--- config.mk ---
export PLATFORM = sky130hd
export DESIGN_NAME = ipi_dispatch
export DESIGN_NICKNAME = d
export VERILOG_FILES = /design/src/rtl/ipi_pkg.sv /design/src/rtl/ipi_short_decode.sv /design/src/rtl/ipi_target_seq.sv /design/src/rtl/ipi_flight_ctr.sv /design/src/rtl/ipi_dispatch.sv
export SDC_FILE = /design/constraint.sdc
export NUM_CORES = 1
export LEC_CHECK = 0
export ABC_AREA = 1
export BUFFER_PORTS_ARGS = -buffer_cell sky130_fd_sc_hd__buf_4
export CORE_MARGIN = 2
export CORE_UTILIZATION = 49
export CTS_CLUSTER_SIZE = 40
export DETAILED_ROUTE_END_ITERATION = 10
export PLACE_DENSITY = 0.83
export SYNTH_ARGS = -nofsm -noshare
export SYNTH_HDL_FRONTEND = slang
export SYNTH_SLANG_ARGS = --single-unit
--- constraint.sdc ---
create_clock -name clk -period 5.01 [get_ports clk]
set_input_delay 1.002 -clock clk [delete_from_list [all_inputs] [get_ports clk]]
set_output_delay 1.002 -clock clk [all_outputs]
set_load 0.01 [all_outputs]
--- src/rtl/ipi_pkg.sv ---
package ipi_pkg;
   localparam int unsigned VEC_W  = 8;
   localparam int unsigned MODE_W = 3;

   typedef enum logic [1:0] {
      SH_NAMED  = 2'd0,
      SH_SELF   = 2'd1,
      SH_ALL    = 2'd2,
      SH_OTHERS = 2'd3
   } shorthand_e;

   typedef struct packed {
      logic [VEC_W-1:0]  vector;
      logic [MODE_W-1:0] mode;
      logic              trig;
   } ipi_payload_t;
endpackage

--- src/rtl/ipi_short_decode.sv ---
module ipi_short_decode
   import ipi_pkg::*;
#(
   parameter int unsigned NUM_CORES = 4,
   parameter int unsigned CNT_W     = 3
) (
   input  shorthand_e       sh,
   output logic             want_self,
   output logic             want_bus,
   output logic             is_bcast,
   output logic [CNT_W-1:0] n_msgs
);
   localparam logic [CNT_W-1:0] OTHERS_N = CNT_W'(NUM_CORES - 1);

   always_comb begin
      want_self = 1'b0;
      want_bus  = 1'b0;
      is_bcast  = 1'b0;
      n_msgs    = '0;
      unique case (sh)
         SH_NAMED: begin
            want_bus = 1'b1;
            n_msgs   = CNT_W'(1);
         end
         SH_SELF: want_self = 1'b1;
         SH_ALL: begin
            want_self = 1'b1;
            want_bus  = 1'b1;
            is_bcast  = 1'b1;
            n_msgs    = OTHERS_N;
         end
         SH_OTHERS: begin
            want_bus = 1'b1;
            is_bcast = 1'b1;
            n_msgs   = OTHERS_N;
         end
         default: ;
      endcase
   end
endmodule

--- src/rtl/ipi_target_seq.sv ---
module ipi_target_seq #(
   parameter int unsigned NUM_CORES = 4,
   parameter int unsigned LOCAL_ID  = 1,
   parameter int unsigned CORE_W    = 2
) (
   input  logic              clk,
   input  logic              rst_n,
   input  logic              start,
   input  logic              start_bcast,
   input  logic [CORE_W-1:0] start_dest,
   input  logic              msg_ready,
   output logic              msg_valid,
   output logic [CORE_W-1:0] msg_target
);
   localparam logic [CORE_W:0]   LID_X   = (CORE_W+1)'(LOCAL_ID);
   localparam logic [CORE_W:0]   NCORE_X = (CORE_W+1)'(NUM_CORES);
   localparam logic [CORE_W-1:0] FIRST   = (LOCAL_ID == 0) ? CORE_W'(1) : CORE_W'(0);

   logic              active_q, bcast_q;
   logic [CORE_W-1:0] tgt_q;
   logic [CORE_W:0]   step;
   logic              last;
   logic              fire;

   assign fire = active_q & msg_ready;

   always_comb begin
      step = {1'b0, tgt_q} + 1'b1;
      if (step == LID_X) step = step + 1'b1;
      last = (step >= NCORE_X);
   end

   always_ff @(posedge clk or negedge rst_n) begin
      if (!rst_n) begin
         active_q <= 1'b0;
         bcast_q  <= 1'b0;
         tgt_q    <= '0;
      end else if (start) begin
         active_q <= 1'b1;
         bcast_q  <= start_bcast;
         tgt_q    <= start_bcast ? FIRST : start_dest;
      end else if (fire) begin
         if (!bcast_q || last) begin
            active_q <= 1'b0;
         end else begin
            tgt_q <= step[CORE_W-1:0];
         end
      end
   end

   assign msg_valid  = active_q;
   assign msg_target = tgt_q;

   a_r6_hold_stall: assert property (@(posedge clk) disable iff (!rst_n)
      msg_valid && !msg_ready |=> msg_valid && $stable(msg_target));
   a_r6_ascending: assert property (@(posedge clk) disable iff (!rst_n)
      fire && bcast_q && !last |=> msg_target > $past(msg_target));
   a_r5_skip_local: assert property (@(posedge clk) disable iff (!rst_n)
      msg_valid && bcast_q |-> msg_target != CORE_W'(LOCAL_ID));
   a_r6_in_range: assert property (@(posedge clk) disable iff (!rst_n)
      msg_valid |-> {1'b0, msg_target} < NCORE_X);
endmodule

--- src/rtl/ipi_flight_ctr.sv ---
module ipi_flight_ctr #(
   parameter int unsigned CNT_W = 3
) (
   input  logic             clk,
   input  logic             rst_n,
   input  logic             load,
   input  logic [CNT_W-1:0] load_n,
   input  logic             ack,
   output logic             busy
);
   logic [CNT_W-1:0] cnt_q;
   logic             busy_q;

   always_ff @(posedge clk or negedge rst_n) begin
      if (!rst_n) begin
         cnt_q <= '0;
      end else begin
         cnt_q <= cnt_q + (load ? load_n : '0) - CNT_W'(ack);
      end
   end

   always_ff @(posedge clk or negedge rst_n) begin
      if (!rst_n) begin
         busy_q <= 1'b0;
      end else if (load && load_n != '0) begin
         busy_q <= 1'b1;
      end else if (ack && cnt_q == CNT_W'(1)) begin
         busy_q <= 1'b0;
      end
   end

   assign busy = busy_q;

   a_r7_busy_has_count: assert property (@(posedge clk) disable iff (!rst_n)
      busy |-> cnt_q != '0);
   a_r7_idle_no_count: assert property (@(posedge clk) disable iff (!rst_n)
      !busy |-> cnt_q == '0);
   a_r7_ack_only_busy: assert property (@(posedge clk) disable iff (!rst_n)
      ack |-> busy);
   a_r8_load_when_empty: assert property (@(posedge clk) disable iff (!rst_n)
      load |-> cnt_q == '0);
endmodule

--- src/rtl/ipi_dispatch.sv ---
module ipi_dispatch
   import ipi_pkg::*;
#(
   parameter int unsigned NUM_CORES = 4,
   parameter int unsigned LOCAL_ID  = 1,
   parameter int unsigned CORE_W    = (NUM_CORES > 1) ? $clog2(NUM_CORES) : 1
) (
   input  logic              clk,
   input  logic              rst_n,
   input  logic              cmd_we,
   input  logic [1:0]        cmd_short,
   input  logic [CORE_W-1:0] cmd_dest,
   input  logic [VEC_W-1:0]  cmd_vector,
   input  logic [MODE_W-1:0] cmd_mode,
   input  logic              cmd_trig,
   output logic              busy,
   output logic              msg_valid,
   input  logic              msg_ready,
   output logic [CORE_W-1:0] msg_target,
   output logic [VEC_W-1:0]  msg_vector,
   output logic [MODE_W-1:0] msg_mode,
   output logic              msg_trig,
   input  logic              msg_ack,
   output logic              self_req,
   output logic [VEC_W-1:0]  self_vector,
   output logic [MODE_W-1:0] self_mode,
   output logic              self_trig
);
   localparam int unsigned CNT_W = $clog2(NUM_CORES) + 1;

   if (NUM_CORES < 2) begin : g_bad_cores
      $error("ipi_dispatch: NUM_CORES must be at least 2");
   end
   if (LOCAL_ID >= NUM_CORES) begin : g_bad_local
      $error("ipi_dispatch: LOCAL_ID must be below NUM_CORES");
   end
   if ((1 << CORE_W) < NUM_CORES) begin : g_bad_width
      $error("ipi_dispatch: CORE_W too narrow for NUM_CORES");
   end

   logic             accept;
   logic             want_self, want_bus, is_bcast;
   logic [CNT_W-1:0] n_msgs;
   ipi_payload_t     pay_q;
   logic             self_q;

   assign accept = cmd_we & ~busy;

   ipi_short_decode #(.NUM_CORES(NUM_CORES), .CNT_W(CNT_W)) u_dec (
      .sh        (shorthand_e'(cmd_short)),
      .want_self (want_self),
      .want_bus  (want_bus),
      .is_bcast  (is_bcast),
      .n_msgs    (n_msgs)
   );

   always_ff @(posedge clk or negedge rst_n) begin
      if (!rst_n) begin
         pay_q  <= '0;
         self_q <= 1'b0;
      end else begin
         self_q <= accept & want_self;
         if (accept) pay_q <= '{vector: cmd_vector, mode: cmd_mode, trig: cmd_trig};
      end
   end

   ipi_target_seq #(.NUM_CORES(NUM_CORES), .LOCAL_ID(LOCAL_ID), .CORE_W(CORE_W)) u_seq (
      .clk         (clk),
      .rst_n       (rst_n),
      .start       (accept & want_bus),
      .start_bcast (is_bcast),
      .start_dest  (cmd_dest),
      .msg_ready   (msg_ready),
      .msg_valid   (msg_valid),
      .msg_target  (msg_target)
   );

   ipi_flight_ctr #(.CNT_W(CNT_W)) u_flight (
      .clk    (clk),
      .rst_n  (rst_n),
      .load   (accept),
      .load_n (n_msgs),
      .ack    (msg_ack),
      .busy   (busy)
   );

   assign msg_vector  = pay_q.vector;
   assign msg_mode    = pay_q.mode;
   assign msg_trig    = pay_q.trig;
   assign self_req    = self_q;
   assign self_vector = pay_q.vector;
   assign self_mode   = pay_q.mode;
   assign self_trig   = pay_q.trig;

   a_r3_self_from_write: assert property (@(posedge clk) disable iff (!rst_n)
      self_req |-> $past(cmd_we) && !$past(busy) && $past(cmd_short[1] | cmd_short[0])
                   && $past(cmd_short) != 2'd3);
   a_r8_busy_write_dropped: assert property (@(posedge clk) disable iff (!rst_n)
      busy && cmd_we |=> !self_req);
   a_r7_valid_implies_busy: assert property (@(posedge clk) disable iff (!rst_n)
      msg_valid |-> busy);
   a_r3_self_no_bus: assert property (@(posedge clk) disable iff (!rst_n)
      cmd_we && !busy && cmd_short == 2'd1 |=> !busy && !msg_valid);
endmodule

==> results.ini, run 1 <==
[floorplan]
ios=50
placementRows=17
die-area_sq_um=2640
start_util_pct=50.7
core_sq_um=2170
die_y_um=51.4
die_w_um=51.4

[placement]
hpwl_um=1640
place_congestion=0.804
io_buffers=49
place_inst=192
dp_slack_ps=2410

[hold_path]
worstHoldStart=msg_mode[2]$_DFFE_PN0N_
hold_path.class=reg2reg
whs_endpoint=msg_mode[2]$_DFFE_PN0N_
hold_path_depth=2

[worst_setup_path]
critical_path_arrival_ps=2450
slowest_delay_ps=430
worstPathCellList=buf_4 -> inv_1 -> ha_1 -> inv_1 -> nand2_1 -> nand2_1 -> ha_1 -> fa_1 -> xor2_1
start_kind=input pin
required_ps=5200
r2r-start=u_flight.busy$_DFFE_PN0P_
reg2reg_slack_ps=3090
reg2reg_to=u_flight.cnt_q[2]$_DFF_PN0_
end_kind=register
worstPathMaxFanout=4
rr_worst_depth=5
cpMaxStageDelayCell=fa_1
path_class=in2reg

[logic_synthesis]
ys_warn_count=0
synthMuxAreaShare_pct=0
synth_top_area_share_pct=47.7
synthTopCellsByArea=dfrtp_1 (48%), nand2_1 (19%), buf_4 (8.2%)
seq_area_frac_synth_pct=47.7
synth_top_family_by_area=simple AND/OR/NAND/NOR gates
synthSimpleGateAreaFrac_pct=25.7
synthAdderAreaFrac_pct=9.77
syn_nets=158
netlist_instances=129
synth_xor_area_share_pct=1.59
synth_seq_cells=21
synth-compound-area-share_pct=0.455
post-synth-top-area-cell=dfrtp_1
syn_area_sq_um=1100
synth.distinct_cells=17
avgSynthCellArea_sq_um=8.54

[layout]
n_antenna_cell=0
areaGrowthSynthToFinish_pct=29.4
final_cells=196
nNetsFinal=198
layout-drive-gt1-share_pct=35.1
n_fill_cell=187
finish.utilization_pct=65.7

[power_and_ir_drop]
p_leak_nw=0.837
peakVddDrop_v=0.000303
power_density_nw_per_um2=566

[timing]
layout_min_cycle_time_ps=2260
setup_viol=0
rsz0062_at_grt=false
relSlewSlack_pct=77.6
fmax_mhz=443
hold_violations=0
maxSlewViolCount=0
final.period_utilization_pct=45.0
finClkSkew_ps=2.03
final.setup.worst_slack_ps=2750
tns_ps=0
worst_pin_slew_ps=335

[cts]
cts_buffers=3
cts_resized=0
cts_tree=yes
cts-htree-levels=1
cts_setup_buffers=0
cts_sinks=21
clk_pin_slew_ps=110
clock_latency_ps=300
ctsHoldBuffers=0
root_buffer=clkbuf_4
clockBufferDepth=2

[route]
wl_um=2090
drt_iter0_drc=13
drc=0
first_pass_iters=4
ant_nets=0
wl_per_cell_um=10.7
num_vias=907
viasPerCell=4.63

[global_routing]
antenna_found_initial=0
grt-ovfl-total=0
grt.total_usage_pct=18.3
grt_pass1_vias=859
grt_max_degree=22
grt_pass1_wl_um=3620

[run_status]
status=finished clean

[job]
max-cap-violations=0

==> cells in the final DEF, fill, tap and decap left out, drive strengths merged, types with 3 or more instances in the layout <==
master  netlist  layout
dfrtp        21      21
nor2          6       6
nand2        57      57
nand3         4       4
clkbuf        0       3
inv          15      15
ha            7       7
buf          14      49
==> registers in the layout, summed over array words and instances, names as in the netlist <==
| signal | cells |
|---|---|
| msg_mode | 3 |
| u_flight.busy | 1 |
| self_req | 1 |
| u_seq.msg_valid | 1 |
| msg_trig | 1 |
| u_flight.cnt_q | 3 |
| u_seq.bcast_q | 1 |
| u_seq.msg_target | 2 |
| msg_vector | 8 |
==> Yosys cell counts <==
cell     count
inv_2        2
nor2_4       2
nand2_1     55
xnor2_1      1
buf_4       12
dfrtp_1     21
ha_1         7
nor2_1       4
o21ai_0      1
inv_1       13
xor2_1       1
nand4_1      1
nand3_1      4
buf_2        1
fa_1         1
buf_6        1
nand2_2      2
==> power breakdown <==
part	switching (W)	total (W)	internal, W
Combinational	0.000200	0.000410	0.000210
Clock	0.0000520	0.0000818	0.0000298
Sequential	0.0000637	0.000314	0.000250
==> how the worst max path moves through the flow <==
stage                       startpoint                          end  slack [ps]  cells after the start
final                     cmd_short[0]  u_flight.cnt_q[2]$_DFF_PN0_        2750                      9
after CTS                 cmd_short[0]  u_flight.cnt_q[2]$_DFF_PN0_        2750                      9
after floorplan                 cmd_we  u_flight.cnt_q[2]$_DFF_PN0_        2620                      7
after global routing      cmd_short[0]  u_flight.cnt_q[2]$_DFF_PN0_        2650                      9
after global placement    cmd_short[0]  u_flight.cnt_q[2]$_DFF_PN0_        2480                      9
after detailed placement  cmd_short[0]  u_flight.cnt_q[2]$_DFF_PN0_        2410                      9
==> area by class of cell <==
class | instances | area (sq um) | share of cell area (%)
clock buffers | 3 | 22.5 | 1.58
multi-input cells | 79 | 413 | 29.0
clock inverters | 1 | 5.00 | 0.351
inverters | 15 | 56.3 | 3.95
well taps | 28 | 35.0 | 2.46
flip-flops and latches | 21 | 526 | 36.9
repair buffers | 49 | 368 | 25.8
==> logic make-up after synthesis <==
kind of cell / count (synthesis)
flops: 21
fa+ha+maj: 8
xor+xnor: 2
buf+inv: 29
compound gates: 1
simple gates: 68
==> metal layers <==
layer	vias up	wire, um	share of wire (%)	global-route usage (%)
met1	412	933	45	22.0
met2	40	943	45	31.6
li1	450	-	-	-
met3	5	181	8.7	3.51
met4	0	34	1.6	8.33
met5	-	0	0	0
==> through the flow <==
stage / power [W] / instance area [sq um] / hold slack (ps)
6_report: 0.000806 / 1430 / 519
2_1_floorplan: 0.000581 / 1100 / 464
3_3_place_gp: 0.000715 / 1400 / 488
4_1_cts: 0.000817 / 1430 / 526
3_5_place_dp: 0.000733 / 1400 / 496
5_1_grt: 0.000882 / 1430 / 539
==> worst max-delay path, delay by kind of cell <==
kind | cells | cell delay (ps)
fa+ha+maj | 3 | 880
buf+inv | 3 | 220
simple gates | 2 | 170
xor+xnor | 1 | 170
(Power assumes the default switching activity.)
==> run 2: changes to the inputs <==
--- a/config.mk
+++ b/config.mk
@@ -8,10 +8,10 @@
 export ABC_AREA = 1
 export BUFFER_PORTS_ARGS = -buffer_cell sky130_fd_sc_hd__buf_4
 export CORE_MARGIN = 2
-export CORE_UTILIZATION = 49
+export CORE_UTILIZATION = 46
 export CTS_CLUSTER_SIZE = 40
 export DETAILED_ROUTE_END_ITERATION = 10
-export PLACE_DENSITY = 0.83
+export PLACE_DENSITY = 0.79
 export SYNTH_ARGS = -nofsm -noshare
 export SYNTH_HDL_FRONTEND = slang
 export SYNTH_SLANG_ARGS = --single-unit
==> constraint.sdc (replaced) <==
create_clock -name clk -period 2.2 [get_ports clk]
set_input_delay 0.44 -clock clk [delete_from_list [all_inputs] [get_ports clk]]
set_output_delay 0.44 -clock clk [all_outputs]
set_load 0.01 [all_outputs]
==> results.ini, run 2 (synthesis gave the netlist of run 1 again) <==
[timing]
final.period_utilization_pct=75.4
layout_min_cycle_time_ps=1660
rsz0062_at_grt=false
finClkSkew_ps=3.78  ; +1.75 ps
worst_pin_slew_ps=272  ; -63.6 ps
fin_hold_ws_ps=9.54  ; -509 ps
hold_violations=0  ; unchanged
tns_ps=0  ; unchanged
maxSlewViolCount=0  ; unchanged
relSlewSlack_pct=81.9  ; +4.3 points
fmax_mhz=603
setup_viol=0  ; unchanged

[floorplan]
die-area_sq_um=2800  ; +6.0%
placementRows=17  ; unchanged
die_w_um=52.9  ; +3.0%
die_y_um=52.9  ; +3.0%
core_sq_um=2230  ; +2.9%
ios=50  ; unchanged
start_util_pct=49.3  ; -1.4 points

[route]
wl_per_cell_um=10.7  ; about the same
drt_iter0_drc=12  ; -1
viasPerCell=4.52  ; -2.4%
num_vias=894  ; -1.4%
wl_um=2110  ; +1.0%
drc=0  ; unchanged
first_pass_iters=4  ; unchanged
ant_nets=0  ; unchanged

[placement]
place_inst=194  ; +1.0%
io_buffers=49  ; unchanged
hpwl_um=1640  ; about the same
place_congestion=0.733  ; -8.9%
placed_cell_area_sq_um=1410  ; +1.1%

[cts]
clock_latency_ps=290  ; about the same
ctsHoldBuffers=0  ; unchanged
cts_setup_buffers=0  ; unchanged
clockBufferDepth=2  ; unchanged
cts-htree-levels=1  ; unchanged
cts_sinks=21  ; unchanged
clk_pin_slew_ps=110  ; about the same
cts_tree=yes
cts_resized=0  ; unchanged
cts_buffers=3  ; unchanged
root_buffer=clkbuf_4

[power_and_ir_drop]
power_density_nw_per_um2=1280  ; +130%
p_int_w=0.00113  ; +130%
peakVddDrop_v=0.000671  ; +120%
switching_share_pct=38.5  ; -0.73 points
p_leak_nw=0.844  ; +0.82%
p_switching_w=0.000706  ; +120%
p_seq_share_pct=38.6  ; -0.3 points
p_clk_share_pct=9.7  ; -0.4 points
combPwrFrac_pct=51.7  ; +0.8 points

[global_routing]
grt-ovfl-total=0  ; unchanged
grt.total_usage_pct=17.1  ; -1.3 points
grt_pass1_wl_um=3460  ; -4.4%
grt_pass1_vias=836  ; -2.7%
grt_max_degree=22  ; unchanged
antenna_found_initial=0  ; unchanged

[layout]
multi_input_area_sq_um=413  ; unchanged
n_antenna_cell=0  ; unchanged
final_cells=198  ; +1.0%
areaGrowthSynthToFinish_pct=30.7
layout-drive-gt1-share_pct=35.3  ; +0.18 points
finish.utilization_pct=64.4  ; -1.3 points
n_fill_cell=214  ; +14%
largest_reg_flops=8  ; unchanged
design_area_sq_um=1440  ; +0.97%
final_cell_mix=nand2_1 (55), buf_4 (51), dfrtp_1 (21)
layout_commonest_cell=nand2_1
seqCellArea_sq_um=526  ; unchanged
nNetsFinal=200  ; +1.0%

[run_status]
status=finished clean

[worst_setup_path]
end_kind=register
slowest_delay_ps=430  ; about the same
cpMaxStageDelayCell=fa_1
critical_path_arrival_ps=1840  ; -610 ps
path_class=in2reg
required_ps=2380  ; -2820 ps
path_buf_inv=3  ; unchanged
worstPathMaxFanout=4  ; unchanged
worstPathCellList=buf_4 -> inv_1 -> ha_1 -> inv_1 -> nand2_1 -> nand2_1 -> ha_1 -> fa_1 -> xor2_1
start_kind=input pin
cp_top_family=adder cells

[job]
max-cap-violations=0  ; unchanged

[hold_path]
hold_path.class=in2async

## run 2: changes by cell type in the layout (fill, tap and decap cells not counted)
cell	change
clkinv_2	-1
buf_4	+2
clkbuf_1	+1
## run 2: power by group through the flow
| stage | logic, W | registers [W] | clock network [W] |
|---|---|---|---|
| final | 0.000949 | 0.000710 | 0.000177 |
| after global routing | 0.00107 | 0.000729 | 0.000201 |
| after CTS | 0.000966 | 0.000712 | 0.000186 |
| after detailed placement | 0.000964 | 0.000720 | 0 |
| after global placement | 0.000939 | 0.000708 | 0 |
| after floorplan | 0.000553 | 0.000769 | 0 |
## run 2: path summary, 6_finish.rpt
path                                            from                           to  slack, ps  depth (start not counted)
hold / removal                                 rst_n      msg_mode[1]$_DFFE_PN0N_         10                          1
hold reg to reg            u_seq.bcast_q$_DFFE_PN0P_    u_seq.bcast_q$_DFFE_PN0P_        510                          2
max in group asynchronous                      rst_n    msg_vector[0]$_DFFE_PN0N_       1970                          1
min in group clk                       cmd_vector[5]    msg_vector[5]$_DFFE_PN0N_        340                          3
setup reg to reg           u_flight.busy$_DFFE_PN0P_  u_flight.cnt_q[2]$_DFF_PN0_        570                          5
setup / recovery                        cmd_short[0]  u_flight.cnt_q[2]$_DFF_PN0_        540                          9
## run 2: worst register-to-register path, delay by kind of cell, from the launching register on
kind / cells / cell delay [ps]
XOR/XNOR: 1 / 170
adder cells (fa/ha/maj): 2 / 720
flip-flops: 1 / 450
AND/OR/NAND/NOR: 2 / 190
## run 2: layer usage
metal  share of wire (%)  up-vias  track usage, %
met1                  43      397            22.1
met5                   0        -               0
li1                    -      456               -
met4                0.76        0            6.41
met3                 8.8        2            2.54
met2                  47       39            28.7
## run 2: final cells by class
type | count | share of cell area (%)
clock buffers | 4 | 1.83
inverters | 15 | 3.91
multi-input cells | 79 | 28.7
flip-flops and latches | 21 | 36.5
well taps | 28 | 2.43
repair buffers | 51 | 26.6
## run 2: per-stage QoR
stage,power (W),worst slack [ps]
floorplan,0.00132,333
global placement,0.00165,250
detailed placement,0.00168,211
CTS,0.00186,533
global route,0.00200,462
finish,0.00184,541
